[src/rtl/sinc3_pkg.sv]
package sinc3_pkg;
   typedef enum logic [1:0] {
      RSEL_LOW  = 2'd0,
      RSEL_MID  = 2'd1,
      RSEL_HIGH = 2'd2,
      RSEL_ALT  = 2'd3
   } rsel_e;

   // Folds the spare select code onto the highest ratio.
   function automatic logic [1:0] rsel_step(input rsel_e s);
      return (s == RSEL_ALT) ? 2'd2 : 2'(s);
   endfunction
endpackage

[src/rtl/sinc3_integ.sv]
module sinc3_integ #(
   parameter int ORDER = 3,
   parameter int ACC_W = 25
) (
   input  logic             clk,
   input  logic             rst_n,
   input  logic             clr,
   input  logic             bit_in,
   output logic [ACC_W-1:0] acc_out
);
   logic                        x_q;
   logic [ORDER-1:0][ACC_W-1:0] stg;

   always_ff @(posedge clk) begin
      if (!rst_n || clr) x_q <= 1'b0;
      else               x_q <= bit_in;
   end

   for (genvar i = 0; i < ORDER; i++) begin : g_stage
      logic [ACC_W-1:0] acc;
      logic [ACC_W-1:0] addend;
      if (i == 0) begin : g_head
         assign addend = ACC_W'(x_q);
      end else begin : g_chain
         assign addend = stg[i-1];
      end
      always_ff @(posedge clk) begin
         if (!rst_n || clr) acc <= '0;
         else               acc <= acc + addend;
      end
      assign stg[i] = acc;
   end

   assign acc_out = stg[ORDER-1];
endmodule

[src/rtl/sinc3_comb.sv]
module sinc3_comb #(
   parameter int ORDER = 3,
   parameter int ACC_W = 25
) (
   input  logic             clk,
   input  logic             rst_n,
   input  logic             clr,
   input  logic             dec_en,
   input  logic [ACC_W-1:0] sample,
   output logic [ACC_W-1:0] diff
);
   logic [ORDER:0][ACC_W-1:0] d;

   assign d[0] = sample;

   for (genvar i = 0; i < ORDER; i++) begin : g_stage
      logic [ACC_W-1:0] dly;
      always_ff @(posedge clk) begin
         if (!rst_n || clr) dly <= '0;
         else if (dec_en)   dly <= d[i];
      end
      assign d[i+1] = d[i] - dly;
   end

   assign diff = d[ORDER];
endmodule

[src/rtl/sinc3_scale.sv]
module sinc3_scale #(
   parameter int ACC_W = 25,
   parameter int OUT_W = 16,
   parameter int SH_W  = 6
) (
   input  logic [ACC_W-1:0] val,
   input  logic [SH_W-1:0]  sh,
   output logic [OUT_W-1:0] code
);
   logic [ACC_W-1:0] shifted;

   assign shifted = val >> sh;

   always_comb begin
      if (|shifted[ACC_W-1:OUT_W]) code = '1;
      else                         code = shifted[OUT_W-1:0];
   end
endmodule

[src/rtl/sinc3_decim.sv]
module sinc3_decim #(
   parameter int ORDER     = 3,
   parameter int OUT_W     = 16,
   parameter int LOG_R_MIN = 6
) (
   input  logic             clk,
   input  logic             rst_n,
   input  logic             bit_in,
   input  logic [1:0]       ratio_sel,
   output logic [OUT_W-1:0] word_out,
   output logic             word_valid
);
   import sinc3_pkg::*;

   localparam int LOG_R_MAX = LOG_R_MIN + 2;
   localparam int ACC_W     = ORDER * LOG_R_MAX + 1;
   localparam int CNT_W     = LOG_R_MAX;
   localparam int SH_W      = $clog2(ORDER * LOG_R_MAX + 1) + 1;
   localparam int SET_W     = $clog2(ORDER + 1);

   if (ORDER < 1) begin : g_bad_order
      $error("ORDER must be at least 1");
   end
   if (ORDER * LOG_R_MIN < OUT_W) begin : g_bad_scale
      $error("smallest ratio cannot fill the output word");
   end
   if (ACC_W <= OUT_W) begin : g_bad_width
      $error("accumulator must be wider than the output word");
   end

   logic [1:0]       ratio_q;
   logic             chg;
   logic [1:0]       step;
   logic [SH_W-1:0]  log_r;
   logic [SH_W-1:0]  sh;
   logic [CNT_W-1:0] cnt;
   logic [CNT_W-1:0] last_cnt;
   logic             dec;
   logic [SET_W-1:0] settle_cnt;
   logic             settled;
   logic [ACC_W-1:0] integ_val;
   logic [ACC_W-1:0] comb_val;
   logic [OUT_W-1:0] code;

   // Ratio tracking: any change empties the filter on the next edge.
   always_ff @(posedge clk) ratio_q <= ratio_sel;
   assign chg      = (ratio_sel != ratio_q);
   assign step     = rsel_step(rsel_e'(ratio_q));
   assign log_r    = SH_W'(LOG_R_MIN) + SH_W'(step);
   assign sh       = SH_W'(ORDER) * log_r - SH_W'(OUT_W);
   assign last_cnt = {CNT_W{1'b1}} >> (SH_W'(LOG_R_MAX) - log_r);
   assign dec      = (cnt == last_cnt);
   assign settled  = (settle_cnt == SET_W'(ORDER));

   always_ff @(posedge clk) begin
      if (!rst_n || chg) cnt <= '0;
      else if (dec)      cnt <= '0;
      else               cnt <= cnt + 1'b1;
   end

   always_ff @(posedge clk) begin
      if (!rst_n || chg)       settle_cnt <= '0;
      else if (dec && !settled) settle_cnt <= settle_cnt + 1'b1;
   end

   sinc3_integ #(.ORDER(ORDER), .ACC_W(ACC_W)) i_integ (
      .clk     (clk),
      .rst_n   (rst_n),
      .clr     (chg),
      .bit_in  (bit_in),
      .acc_out (integ_val)
   );

   sinc3_comb #(.ORDER(ORDER), .ACC_W(ACC_W)) i_comb (
      .clk    (clk),
      .rst_n  (rst_n),
      .clr    (chg),
      .dec_en (dec),
      .sample (integ_val),
      .diff   (comb_val)
   );

   sinc3_scale #(.ACC_W(ACC_W), .OUT_W(OUT_W), .SH_W(SH_W)) i_scale (
      .val  (comb_val),
      .sh   (sh),
      .code (code)
   );

   always_ff @(posedge clk) begin
      if (!rst_n) begin
         word_out   <= '0;
         word_valid <= 1'b0;
      end else if (chg) begin
         word_valid <= 1'b0;
      end else begin
         word_valid <= dec && settled;
         if (dec && settled) word_out <= code;
      end
   end

   // Spacing tracker for the strobe-period check.
   logic [CNT_W:0] gap;
   logic           seen;
   always_ff @(posedge clk) begin
      if (!rst_n || chg) begin
         gap  <= '0;
         seen <= 1'b0;
      end else if (word_valid) begin
         gap  <= '0;
         seen <= 1'b1;
      end else begin
         gap  <= gap + 1'b1;
      end
   end

   p_period_r1: assert property (@(posedge clk) disable iff (!rst_n)
      (word_valid && seen) |-> (gap == {1'b0, last_cnt}));

   p_ceiling_r3: assert property (@(posedge clk) disable iff (!rst_n)
      dec |-> (comb_val <= (ACC_W'(1) << (SH_W'(ORDER) * log_r))));

   p_single_strobe_r6: assert property (@(posedge clk) disable iff (!rst_n)
      word_valid |=> !word_valid);

   p_hold_r6: assert property (@(posedge clk) disable iff (!rst_n)
      !word_valid |-> $stable(word_out));

   p_reset_state_r7: assert property (@(posedge clk)
      $rose(rst_n) |-> (word_out == '0 && !word_valid));

   p_quiet_after_change_r8: assert property (@(posedge clk) disable iff (!rst_n)
      chg |=> !word_valid);
endmodule

[config.mk]
export PLATFORM = sky130hd
export DESIGN_NAME = sinc3_decim
export DESIGN_NICKNAME = d
export VERILOG_FILES = /design/src/rtl/sinc3_pkg.sv /design/src/rtl/sinc3_integ.sv /design/src/rtl/sinc3_comb.sv /design/src/rtl/sinc3_scale.sv /design/src/rtl/sinc3_decim.sv
export SDC_FILE = /design/constraint.sdc
export NUM_CORES = 1
export LEC_CHECK = 0
export BUFFER_PORTS_ARGS = -buffer_cell sky130_fd_sc_hd__buf_4
export CORE_MARGIN = 2
export CORE_UTILIZATION = 65
export DETAILED_ROUTE_END_ITERATION = 8
export PLACE_DENSITY = 0.89
export SLEW_MARGIN = 20
export SYNTH_ARGS = -nofsm -noshare
export SYNTH_HDL_FRONTEND = slang
export SYNTH_HIERARCHICAL = 1
export SYNTH_SLANG_ARGS = --single-unit
[constraint.sdc]
create_clock -name clk -period 8.9 [get_ports clk]
set_input_delay 0 -clock clk [delete_from_list [all_inputs] [get_ports clk]]
set_output_delay 0 -clock clk [all_outputs]
set_load 0.05 [all_outputs]
== Yosys cells after proc, flatten, opt, wreduce, memory -nomap -nowiden ==
Index checks and enable logic that the tools add are counted.

* Bits in registers: 180
* Input bits: 5
* Logic and storage cells: 43

* Shift operators: 2
* $add $sub $neg: 11
* Reductions and logical operators: 9
* Multiplexer cells: 2
* Eq/ne operators: 4
* Multipliers: 1
* Bitwise operators: 2

{| class="wikitable"
|+ Operator list
! operator !! number
|-
| subtractor 25 bit || 3
|-
| adder 25 bit || 2
|-
| adder 25 x 1 -> 25 bit || 1
|-
| >> shifter 25 x 6 -> 25 bit || 1
|-
| two-way mux 16 bit || 1
|-
| OR reduction 9 bit || 1
|-
| adder 8 x 1 -> 8 bit (second input constant) || 1
|-
| equality test 8 bit || 1
|-
| >> shifter 8 x 6 -> 8 bit (first input constant) || 1
|-
| multiplier 2 x 4 -> 6 bit (first input constant) || 1
|-
| subtractor 6 x 5 -> 6 bit (second input constant) || 1
|-
| subtractor 4 x 4 -> 5 bit (first input constant) || 1
|-
| adder 3 x 2 -> 4 bit (first input constant) || 1
|-
| equality test 2 bit (second input constant) || 2
|-
| OR reduction 2 bit || 2
|-
| adder 2 x 1 -> 2 bit (second input constant) || 1
|-
| logical AND 1 bit || 2
|-
| zero test 1 bit || 2
|-
| two-way mux 2 bit || 1
|-
| != test 2 bit || 1
|-
| NOT 1 bit || 2
|-
| AND reduction 2 bit || 1
|-
| logical OR 1 bit || 1
|}

== Logic depth before layout (Yosys ltp) ==
Gate-level depths: netlist of the first run.

* Depth in word-level cells: 8
* Mapped depth: 38
* Mapped depth without buffers: 35

== Modules after synthesis ==
Netlist of the first run, hierarchy kept.

{| class="wikitable"
|+ By module, submodules not included
! module !! seq. area each (µm²) !! cells each !! instances !! area an instance (µm²)
|-
| sinc3_comb || 1,501.4 || 832 || 1 || 6,643.9
|-
| sinc3_integ || 1,521.5 || 585 || 1 || 4,849.7
|-
| sinc3_scale || 0.0 || 179 || 1 || 1,614.0
|-
| sinc3_decim || 580.6 || 140 || 1 || 1,256.2
|}

== Least setup slack after synthesis of the first run ==
No wires, ideal clock.

* Path kind: flip-flop to flip-flop
* From: register i_integ.g_stage[2].acc[1] (netlist: i_integ/acc_out[1])
* To: register word_out[4]
* Period minus slack after synthesis: 6.423 ns
* Cell stages (with the launch flop): 34
* Arrival time: 6.351 ns
* Data required time: 8.828 ns
* Setup slack: 2.477 ns
* Path buffers: 3
* Cells stage by stage: dfxtp_1 ha_1 nor2b_1 o21a_1 o21ai_0 a21oi_1 o21ai_0 o21ai_0 a31oi_1 xnor2_1 ha_1 clkbuf_1 a21oi_1 o22ai_1 nor2_1 o21ai_0 a21oi_1 xnor2_1 ha_1 a21o_1 a21o_1 a21o_1 nor4b_1 a21oi_2 o21a_1 o311ai_1 buf_4 mux2i_1 mux4_2 o211a_4 buf_6 o221ai_1 nand2_1 mux2i_1

{| class="wikitable"
|+ RTL lines
! item !! RTL line !! RTL
|-
| start, declared || sinc3_integ.sv:20 || <nowiki>logic [ACC_W-1:0] acc;</nowiki>
|-
| start signal, assigned || sinc3_integ.sv:29 || <nowiki>else acc <= acc + addend;</nowiki>
|-
| end signal, assigned || sinc3_decim.sv:97 || <nowiki>if (dec && settled) word_out <= code;</nowiki>
|-
| end, declared || sinc3_decim.sv:10 || <nowiki>output logic [OUT_W-1:0] word_out,</nowiki>
|}

==> impl_metrics.csv, run 1 <==
group,metric,value,unit
yosys,synthCells,1736,
placement,dp_hpwl,23500,um
yosys,yosys.area.top_type,"dfxtp_1",
clocking,clock-sinks,180,
sta,post-route-period-util,0.863,
grt,grt_pass1_wl,55300,um
grt,grt_pass1_vias,12197,
yosys,ys_async_sr_fraction,0,
worst_setup_path,critPathSlowestCell,"a32oi_2",
worst_setup_path,worstSetupPathType,"reg -> reg",
yosys,yosys.area_share.simple,0.187,
worst_setup_path,path_max_fanout,16,
worst_setup_path,crit_arrival,8.01,ns
yosys,synth_mux_area_frac,0.105,
grt,overflow,0,
sta,fin_skew,0.0195,ns
detailed_routing,dr.pass1.iters,5,
detailed_routing,ant_nets,0,
placement,gp_congestion,0.923,
clocking,cts_hold_buffers,4,
floorplan,die_h,153,um
floorplan,dieArea,0.0233,mm2
sta,min_period,7.68,ns
detailed_routing,dr_total_vias,12523,
clocking,cts_resized,0,
worst_setup_path,cp.depth,32,
yosys,synth-edff-count,0,
power,leakage,6.10,nW
yosys,synthesis.area,0.0144,mm2
power,p_per_area,112,mW/mm2
sta,hold_violations,0,
clocking,cts_max_level,4,
yosys,yosysSeqAreaShare,0.251,
floorplan,rows,54,
floorplan,ios,22,
worst_hold_path,hold_path_depth,2,
sta,fmax,130,MHz
power,total_power,0.00170,W
yosys,synth_area_leaders,"dfxtp_1 25%, ha_1 11%, mux2i_1 6.8%",
yosys,synth-compound-area-share,0.205,
yosys,yosysWarnings,6,
yosys,synth_top_area_share,0.251,
sta,maxSlewViolCount,0,
worst_setup_path,worstSetupEndpointType,"flip-flop",
detailed_routing,drc,0,
clocking,cts_buffers,17,
yosys,ys_types,88,
worst_setup_path,critical-path-top-delay-family,"compound AO/OA/AOI/OAI gates",
detailed_routing,wl,32800,um
detailed_routing,drtIter0Drc,713,
placement,port_buffers,21,
yosys,yosys.area_share.xor_xnor,0.0729,
yosys,postSynthAreaPerCell,8.27,um2
clocking,path_clk_slew,0.09,ns
floorplan,coreArea,0.0218,mm2
detailed_routing,wire_per_inst,16.5,um
power,peakVddDrop,0.000119,V
floorplan,initial_utilization,0.660,
worst_setup_path,worstPathRequired,9.23,ns
job,drv.max_cap_violation_count,0,
clocking,post_cts_buffers,0,
worst_setup_path,cp_slowest_stage_delay,0.81,ns
layout,area_growth,5.57,%
layout,fillers,1594,
worst_setup_path,reg2regPathDepth,32,
detailed_routing,routed_via_density,6.29,
grt,grt_use_total,0.277,
clocking,cts-root-buf,"clkbuf_16",
sta,rsz0062_at_grt,"false",
grt,grt_max_degree,59,
worst_setup_path,crit_buf_inv,0,
yosys,synthFlopType,"dfxtp_1",
clocking,insertion_delay,0.45,ns
floorplan,die_w,153,um
layout,finalNetCount,1832,
sta,tns,0,ns
worst_setup_path,startpoint_type,"flip-flop",
yosys,yosys.area_share.adder,0.115,
yosys,synth_top_family_by_area,"compound AO/OA/AOI/OAI gates",
clocking,cts_buffer_depth,2,
yosys,netlist_top_cells_count,"202 x nor2_1, 180 x dfxtp_1, 124 x ha_1, 113 x nand2_1, 106 x a21oi_1",
yosys,synth.most_common_cell,"nor2_1",
sta,setup_viol,0,
layout,final_util,0.697,
yosys,synth_seq_cells,180,
grt,antenna_found_initial,0,
clocking,tritoncts,"built",
layout,drive_gt1_frac,0.0836,
layout,antennaDiodeCount,0,
worst_hold_path,holdCritPathClass,"in -> reg",
sta,worst_pin_slew,1.03,ns
outcome,outcome,"finished, final reports clean",
sta,slew_headroom,0.314,
cells by family (layout without fill, tap and decap cells):
logic type | after synthesis | count (layout)
AO/OA/AOI/OAI | 420 | 420
buffers and inverters | 202 | 175
flip-flops | 180 | 180
AND/OR/NAND/NOR | 562 | 562
multiplexers | 124 | 124
other | 1 | 3
XOR/XNOR | 118 | 118
adder cells (fa/ha/maj) | 129 | 129
layout make-up:
type	count	area, um2	share of cell area
Clock buffer	17	425	0.0281
Timing Repair Buffer	36	280	0.0185
Tap cell	280	350	0.0231
Inverter	107	402	0.0265
Sequential cell	180	3600	0.238
Multi-Input combinational cell	1356	9880	0.651
Clock inverter	15	225	0.0149
metal layers:
layer | vias up | part of all wire | global-route usage
met4 | 0 | 0.039 | 0.138
li1 | 6166 | - | -
met2 | 386 | 0.50 | 0.499
met3 | 115 | 0.037 | 0.0367
met1 | 5856 | 0.42 | 0.322
met5 | - | 0 | 0
worst reg2reg max path: cells and delay by family, from the launching register on:
| family | cells | cell delay (ns) |
|---|---|---|
| xor gates and xnor gates | 2 | 0.34 |
| and+or+nand+nor | 6 | 0.92 |
| AOI/OAI and AO/OA | 20 | 4.82 |
| adders and majority gates | 3 | 0.94 |
| muxes | 1 | 0.07 |
| DFF | 1 | 0.48 |
power breakdown:
group | internal [W] | leakage, nW | switching (W)
registers | 0.000806 | 1.45 | 0.00000127
clock network | 0.000399 | 0.313 | 0.000413
logic | 0.0000240 | 4.34 | 0.0000529
total | 0.00123 | 6.10 | 0.000467
through the flow:
step / instance area (um2) / worst slack [ns] / cells / hold WS, ns
detailed placement: 14500 / 1.40 / 1955 / 0.122
global placement: 14500 / 1.68 / 1955 / 0.121
floorplan: 14400 / 2.48 / 1738 / 0.0277
finish: 15200 / 1.22 / 1991 / 0.231
global route: 15200 / 0.511 / 1991 / 0.230
CTS: 15200 / 1.35 / 1991 / 0.215
layout by cell type, fill, tap and decap left out, drive strengths merged, types with 21 or more instances in the layout:
master / n
nor2: 204
dfxtp: 180
ha: 124
inv: 117
nand2: 113
a21oi: 109
mux2i: 97
xnor2: 68
o21ai: 66
a21o: 56
xor2: 49
nor3: 45
nand3: 44
buf: 32
o211ai: 31
nand4: 26
nor2b: 24
nand2b: 23
mux4: 21
path summary, 6_finish.rpt:
| path | start | to | slack [ns] |
|---|---|---|---|
| worst min-delay path | ratio_sel[0] | ratio_q[0] | 0.23 |
| worst min register to register | word_out[7] | word_out[7] | 0.47 |
| worst max register to register | i_integ/acc_out[1] | word_out[5] | 1.22 |
| worst max-delay path | i_integ/acc_out[1] | word_out[5] | 1.22 |
sequential cells by signal, indices dropped and copies added, names as in the netlist:
signal and flops:
i_integ/x_q 1, i_integ/g_stage.acc 50, i_comb/g_stage.dly 75, word_valid 1, cnt 8, settle_cnt 2
word_out 16, i_integ/acc_out 25, ratio_q 2
Note: power is estimated with default switching activity, not from simulation.
==> run 2: changes to the inputs <==
--- a/config.mk
+++ b/config.mk
@@ -9,6 +9,7 @@
 export CORE_MARGIN = 2
 export CORE_UTILIZATION = 65
 export DETAILED_ROUTE_END_ITERATION = 8
+export MAX_ROUTING_LAYER = met4
 export PLACE_DENSITY = 0.89
 export SLEW_MARGIN = 20
 export SYNTH_ARGS = -nofsm -noshare
==> impl_metrics.csv, run 2 (synthesized netlist as in run 1, its figures left out) <==
group,metric,value,unit
sta,setup_viol,0,
power,swShare,0.267,
worst_setup_path,path_max_fanout,16,
layout,area_growth,5.68,%
sta,holdWs,0.223,ns
power,p_sw,0.000455,W
floorplan,initial_utilization,0.660,
sta,fin_skew,0.0220,ns
power,pwr-share-comb,0.045,
layout,finalNetCount,1831,
worst_setup_path,crit_buf_inv,0,
clocking,post_cts_buffers,0,
clocking,cts_buffers,17,
floorplan,die_w,153,um
layout,final_cell_mix,"200 x nor2_1, 180 x dfxtp_1, 124 x ha_1",
sta,maxSlewViolCount,0,
placement,port_buffers,21,
floorplan,dieArea,0.0233,mm2
power,peakVddDrop,0.000117,V
layout,largest_register,"i_comb/g_stage.dly",
power,clkPwrFrac,0.480,
sta,tns,0,ns
floorplan,coreArea,0.0218,mm2
sta,slew_headroom,0.328,
clocking,insertion_delay,0.46,ns
detailed_routing,dr_total_vias,12490,
detailed_routing,wire_per_inst,16.8,um
worst_setup_path,worstSetupEndpointType,"flip-flop",
floorplan,ios,22,
worst_setup_path,worstSetupPathType,"reg -> reg",
worst_setup_path,startpoint_type,"flip-flop",
detailed_routing,drtIter0Drc,827,
clocking,cts_resized,0,
layout,final_util,0.698,
layout,final_common_cell,"nor2_1",
worst_setup_path,critical-path-top-delay-family,"compound AO/OA/AOI/OAI gates",
grt,grt_pass1_wl,56000,um
detailed_routing,dr.pass1.iters,7,
grt,grt_max_degree,59,
worst_setup_path,crit_arrival,7.92,ns
clocking,cts-root-buf,"clkbuf_16",
sta,worst_pin_slew,1.01,ns
worst_setup_path,cp_slowest_stage_delay,0.79,ns
worst_hold_path,holdCritPathClass,"in -> reg",
job,drv.max_cap_violation_count,0,
power,p_seq_frac,0.475,
layout,antennaDiodeCount,0,
clocking,tritoncts,"built",
grt,antenna_found_initial,0,
sta,fmax,132,MHz
worst_setup_path,worstPathRequired,9.23,ns
outcome,outcome,"finished, final reports clean",
detailed_routing,wl,33400,um
placement,gp_congestion,0.926,
placement,dp_hpwl,23400,um
detailed_routing,ant_nets,0,
power,p_per_area,112,mW/mm2
detailed_routing,routed_via_density,6.28,
clocking,cts_buffer_depth,2,
layout,largest_register_ffs,75,
clocking,clock-sinks,180,
detailed_routing,drc,0,
grt,grt_use_total,0.291,
power,p_int,0.00125,W
power,leakage,6.10,nW
floorplan,die_h,153,um
worst_setup_path,critPathSlowestCell,"a32oi_2",
sta,min_period,7.59,ns
sta,hold_violations,0,
sta,post-route-period-util,0.852,
grt,grt_pass1_vias,12107,
clocking,path_clk_slew,0.08,ns
clocking,cts_max_level,4,
floorplan,rows,54,
grt,overflow,0,
layout,drive_gt1_frac,0.0830,
sta,rsz0062_at_grt,"false",
==> run 2: power by group through the flow <==
stage               Combinational (W)  Clock [W]  Sequential [W]
floorplan                   0.0000611          0        0.000825
global placement            0.0000720          0        0.000826
detailed placement          0.0000731          0        0.000826
CTS                         0.0000747   0.000826        0.000807
global route                0.0000831   0.000852        0.000807
finish                      0.0000767   0.000817        0.000807
==> run 2: repair_timing <==
| item | 4_1_cts | 5_1_grt |
|---|---|---|
| hold buffers | 4 | 0 |
| hold endpoints to repair | 19 | 0 |
| setup endpoints to repair | 0 | 0 |
==> run 2: area by class of cell <==
class	count	area, um2
multi-input cells	1356	9880
inverters	107	402
repair buffers	35	293
clock inverters	15	229
clock buffers	17	425
well taps	280	350
fillers	1612	6580
flip-flops and latches	180	3600
==> run 2: metal layers <==
layer,wire (um),global-route usage,share of wire,up-vias
met5,0,-,0,-
met4,1060,0.115,0.032,0
met3,1340,0.0387,0.040,95
met2,16700,0.513,0.50,371
met1,14300,0.336,0.43,5874
li1,-,-,-,6150
==> run 2: stage by stage <==
stage	std cells	instance area [um2]	setup slack [ns]	power, W
finish	1990	15200	1.31	0.00170
global route	1990	15200	0.753	0.00174
CTS	1989	15200	1.41	0.00171
detailed placement	1953	14500	1.48	0.000899
global placement	1953	14500	1.67	0.000898
floorplan	1738	14400	2.48	0.000887
==> run 2: path summary, 6_finish.rpt <==
path                           start            to  slack, ns  cells past startpoint
hold / removal          ratio_sel[0]    ratio_q[0]       0.22                      2
setup / recovery  i_integ/acc_out[1]   word_out[0]       1.31                     32
setup reg to reg  i_integ/acc_out[1]   word_out[0]       1.31                     32
hold reg to reg         word_out[14]  word_out[14]       0.46                      2
==> run 2: worst reg2reg max path, delay by kind of cell, from the launching register on <==
family,cells,cell delay (ns)
and+or+nand+nor,6,0.90
AOI/OAI and AO/OA,20,4.76
adders and majority gates,3,0.99
muxes,1,0.06
xor gates and xnor gates,2,0.27
DFF,1,0.47
==> run 3: changes to the inputs <==
--- a/config.mk
+++ b/config.mk
@@ -11,7 +11,6 @@
 export DETAILED_ROUTE_END_ITERATION = 8
 export MAX_ROUTING_LAYER = met4
 export PLACE_DENSITY = 0.89
-export SLEW_MARGIN = 20
 export SYNTH_ARGS = -nofsm -noshare
 export SYNTH_HDL_FRONTEND = slang
 export SYNTH_HIERARCHICAL = 1
==> constraint.sdc (replaced) <==
create_clock -name clk -period 8.9 [get_ports clk]
set_input_delay 2.225 -clock clk [delete_from_list [all_inputs] [get_ports clk]]
set_output_delay 2.225 -clock clk [all_outputs]
set_load 0.05 [all_outputs]
==> impl_metrics.csv, run 3 (synthesized netlist as in run 1, its figures left out) <==
group,metric,value,unit
placement,gp_congestion,0.926,
placement,port_buffers,21,
worst_setup_path,cp_slowest_stage_delay,0.80,ns
layout,antennaDiodeCount,0,
grt,grt_max_degree,59,
sta,worst_pin_slew,1.18,ns
floorplan,die_w,153,um
power,p_per_area,111,mW/mm2
clocking,cts_hold_buffers,0,
detailed_routing,drc,0,
layout,design_area,0.0151,mm2
floorplan,coreArea,0.0218,mm2
layout,largest_register_ffs,75,
layout,final_cell_mix,"200 x nor2_1, 180 x dfxtp_1, 124 x ha_1",
clocking,cts_max_level,4,
clocking,cts_buffer_depth,2,
sta,tns,0,ns
layout,finalNetCount,1826,
clocking,cts_buffers,17,
detailed_routing,wl,32900,um
detailed_routing,dr_total_vias,12452,
placement,placed_area,0.0145,mm2
outcome,outcome,"finished, final reports clean",
sta,min_period,7.69,ns
power,p_seq_frac,0.480,
worst_hold_path,holdCritPathClass,"reg -> reg",
sta,setup_viol,0,
grt,antenna_found_initial,0,
layout,largest_register,"i_comb/g_stage.dly",
sta,maxSlewViolCount,0,
clocking,cts-root-buf,"clkbuf_16",
clocking,clock-sinks,180,
floorplan,ios,22,
placement,dp_hpwl,23500,um
grt,overflow,0,
power,peakVddDrop,0.000116,V
worst_setup_path,worstSetupEndpointType,"flip-flop",
worst_setup_path,worstSetupPathType,"reg -> reg",
layout,fillers,1679,
detailed_routing,ant_nets,0,
grt,grt_pass1_wl,55600,um
power,leakage,6.07,nW
layout,final_util,0.694,
power,pwr-share-comb,0.045,
clocking,post_cts_buffers,0,
power,clkPwrFrac,0.475,
job,drv.max_cap_violation_count,0,
clocking,insertion_delay,0.45,ns
detailed_routing,dr.pass1.iters,7,
worst_setup_path,worstPathRequired,9.24,ns
layout,drive_gt1_frac,0.0827,
sta,rsz0062_at_grt,"false",
detailed_routing,wire_per_inst,16.6,um
floorplan,initial_utilization,0.660,
worst_setup_path,crit_arrival,8.03,ns
sta,fin_skew,0.0269,ns
worst_setup_path,startpoint_type,"flip-flop",
placement,place_worst_setup_slack,1.51,ns
worst_setup_path,critPathSlowestCell,"a32oi_2",
sta,hold_violations,0,
sta,slew_headroom,0.212,
sta,layout_setup_ws,1.21,ns
detailed_routing,routed_via_density,6.27,
grt,grt_pass1_vias,12093,
detailed_routing,drtIter0Drc,819,
clocking,path_clk_slew,0.09,ns
power,p_sw,0.000459,W
layout,final_common_cell,"nor2_1",
floorplan,rows,54,
clocking,cts_resized,0,
power,swShare,0.273,
grt,grt_use_total,0.287,
clocking,tritoncts,"built",
floorplan,dieArea,0.0233,mm2
worst_setup_path,path_max_fanout,16,
power,p_int,0.00122,W
floorplan,die_h,153,um
sta,post-route-period-util,0.864,
sta,fmax,130,MHz
layout,area_growth,5.08,%
[run 3: final cells by class]
class | instances | area, um2 | area share
clock inverter | 15 | 210 | 0.0139
tap | 280 | 350 | 0.0232
sequential | 180 | 3600 | 0.239
timing repair buffer | 30 | 225 | 0.0149
multi-input combinational | 1356 | 9880 | 0.654
inverter | 107 | 402 | 0.0266
clock buffer | 17 | 425 | 0.0282
[run 3: path summary, 6_finish.rpt]
path | slack, ns | end | startpoint | cells after the start
worst max-delay path | 1.21 | word_out[4] | i_integ/acc_out[1] | 32
worst min-delay path | 0.47 | word_out[8] | word_out[8] | 2
worst max register to register | 1.21 | word_out[4] | i_integ/acc_out[1] | 32
worst min register to register | 0.47 | word_out[8] | word_out[8] | 2
[run 3: power groups by stage]
stage	registers [W]	logic, W	clock network [W]
floorplan	0.000825	0.0000611	0
global placement	0.000826	0.0000717	0
detailed placement	0.000826	0.0000728	0
CTS	0.000807	0.0000730	0.000819
global route	0.000807	0.0000816	0.000843
finish	0.000807	0.0000751	0.000798
[run 3: metrics by stage]
step / hold slack, ns / cells / power, W
after global routing: 0.493 / 1985 / 0.00173
after floorplan: 0.445 / 1738 / 0.000887
final: 0.467 / 1985 / 0.00168
after detailed placement: 0.460 / 1953 / 0.000899
after CTS: 0.473 / 1985 / 0.00170
after global placement: 0.451 / 1953 / 0.000898
[run 3: worst max-delay path, delay by kind of cell (launching register included)]
kind,cells,cell delay (ns)
flops,1,0.47
simple gates,6,0.91
mux,1,0.07
fa+ha+maj,3,0.92
xor+xnor,2,0.32
compound gates,20,4.89
[run 3: metal layers]
layer / track usage / part of all wire
met1: 0.330 / 0.43
met2: 0.516 / 0.51
met3: 0.0338 / 0.038
met4: 0.104 / 0.024
met5: - / 0
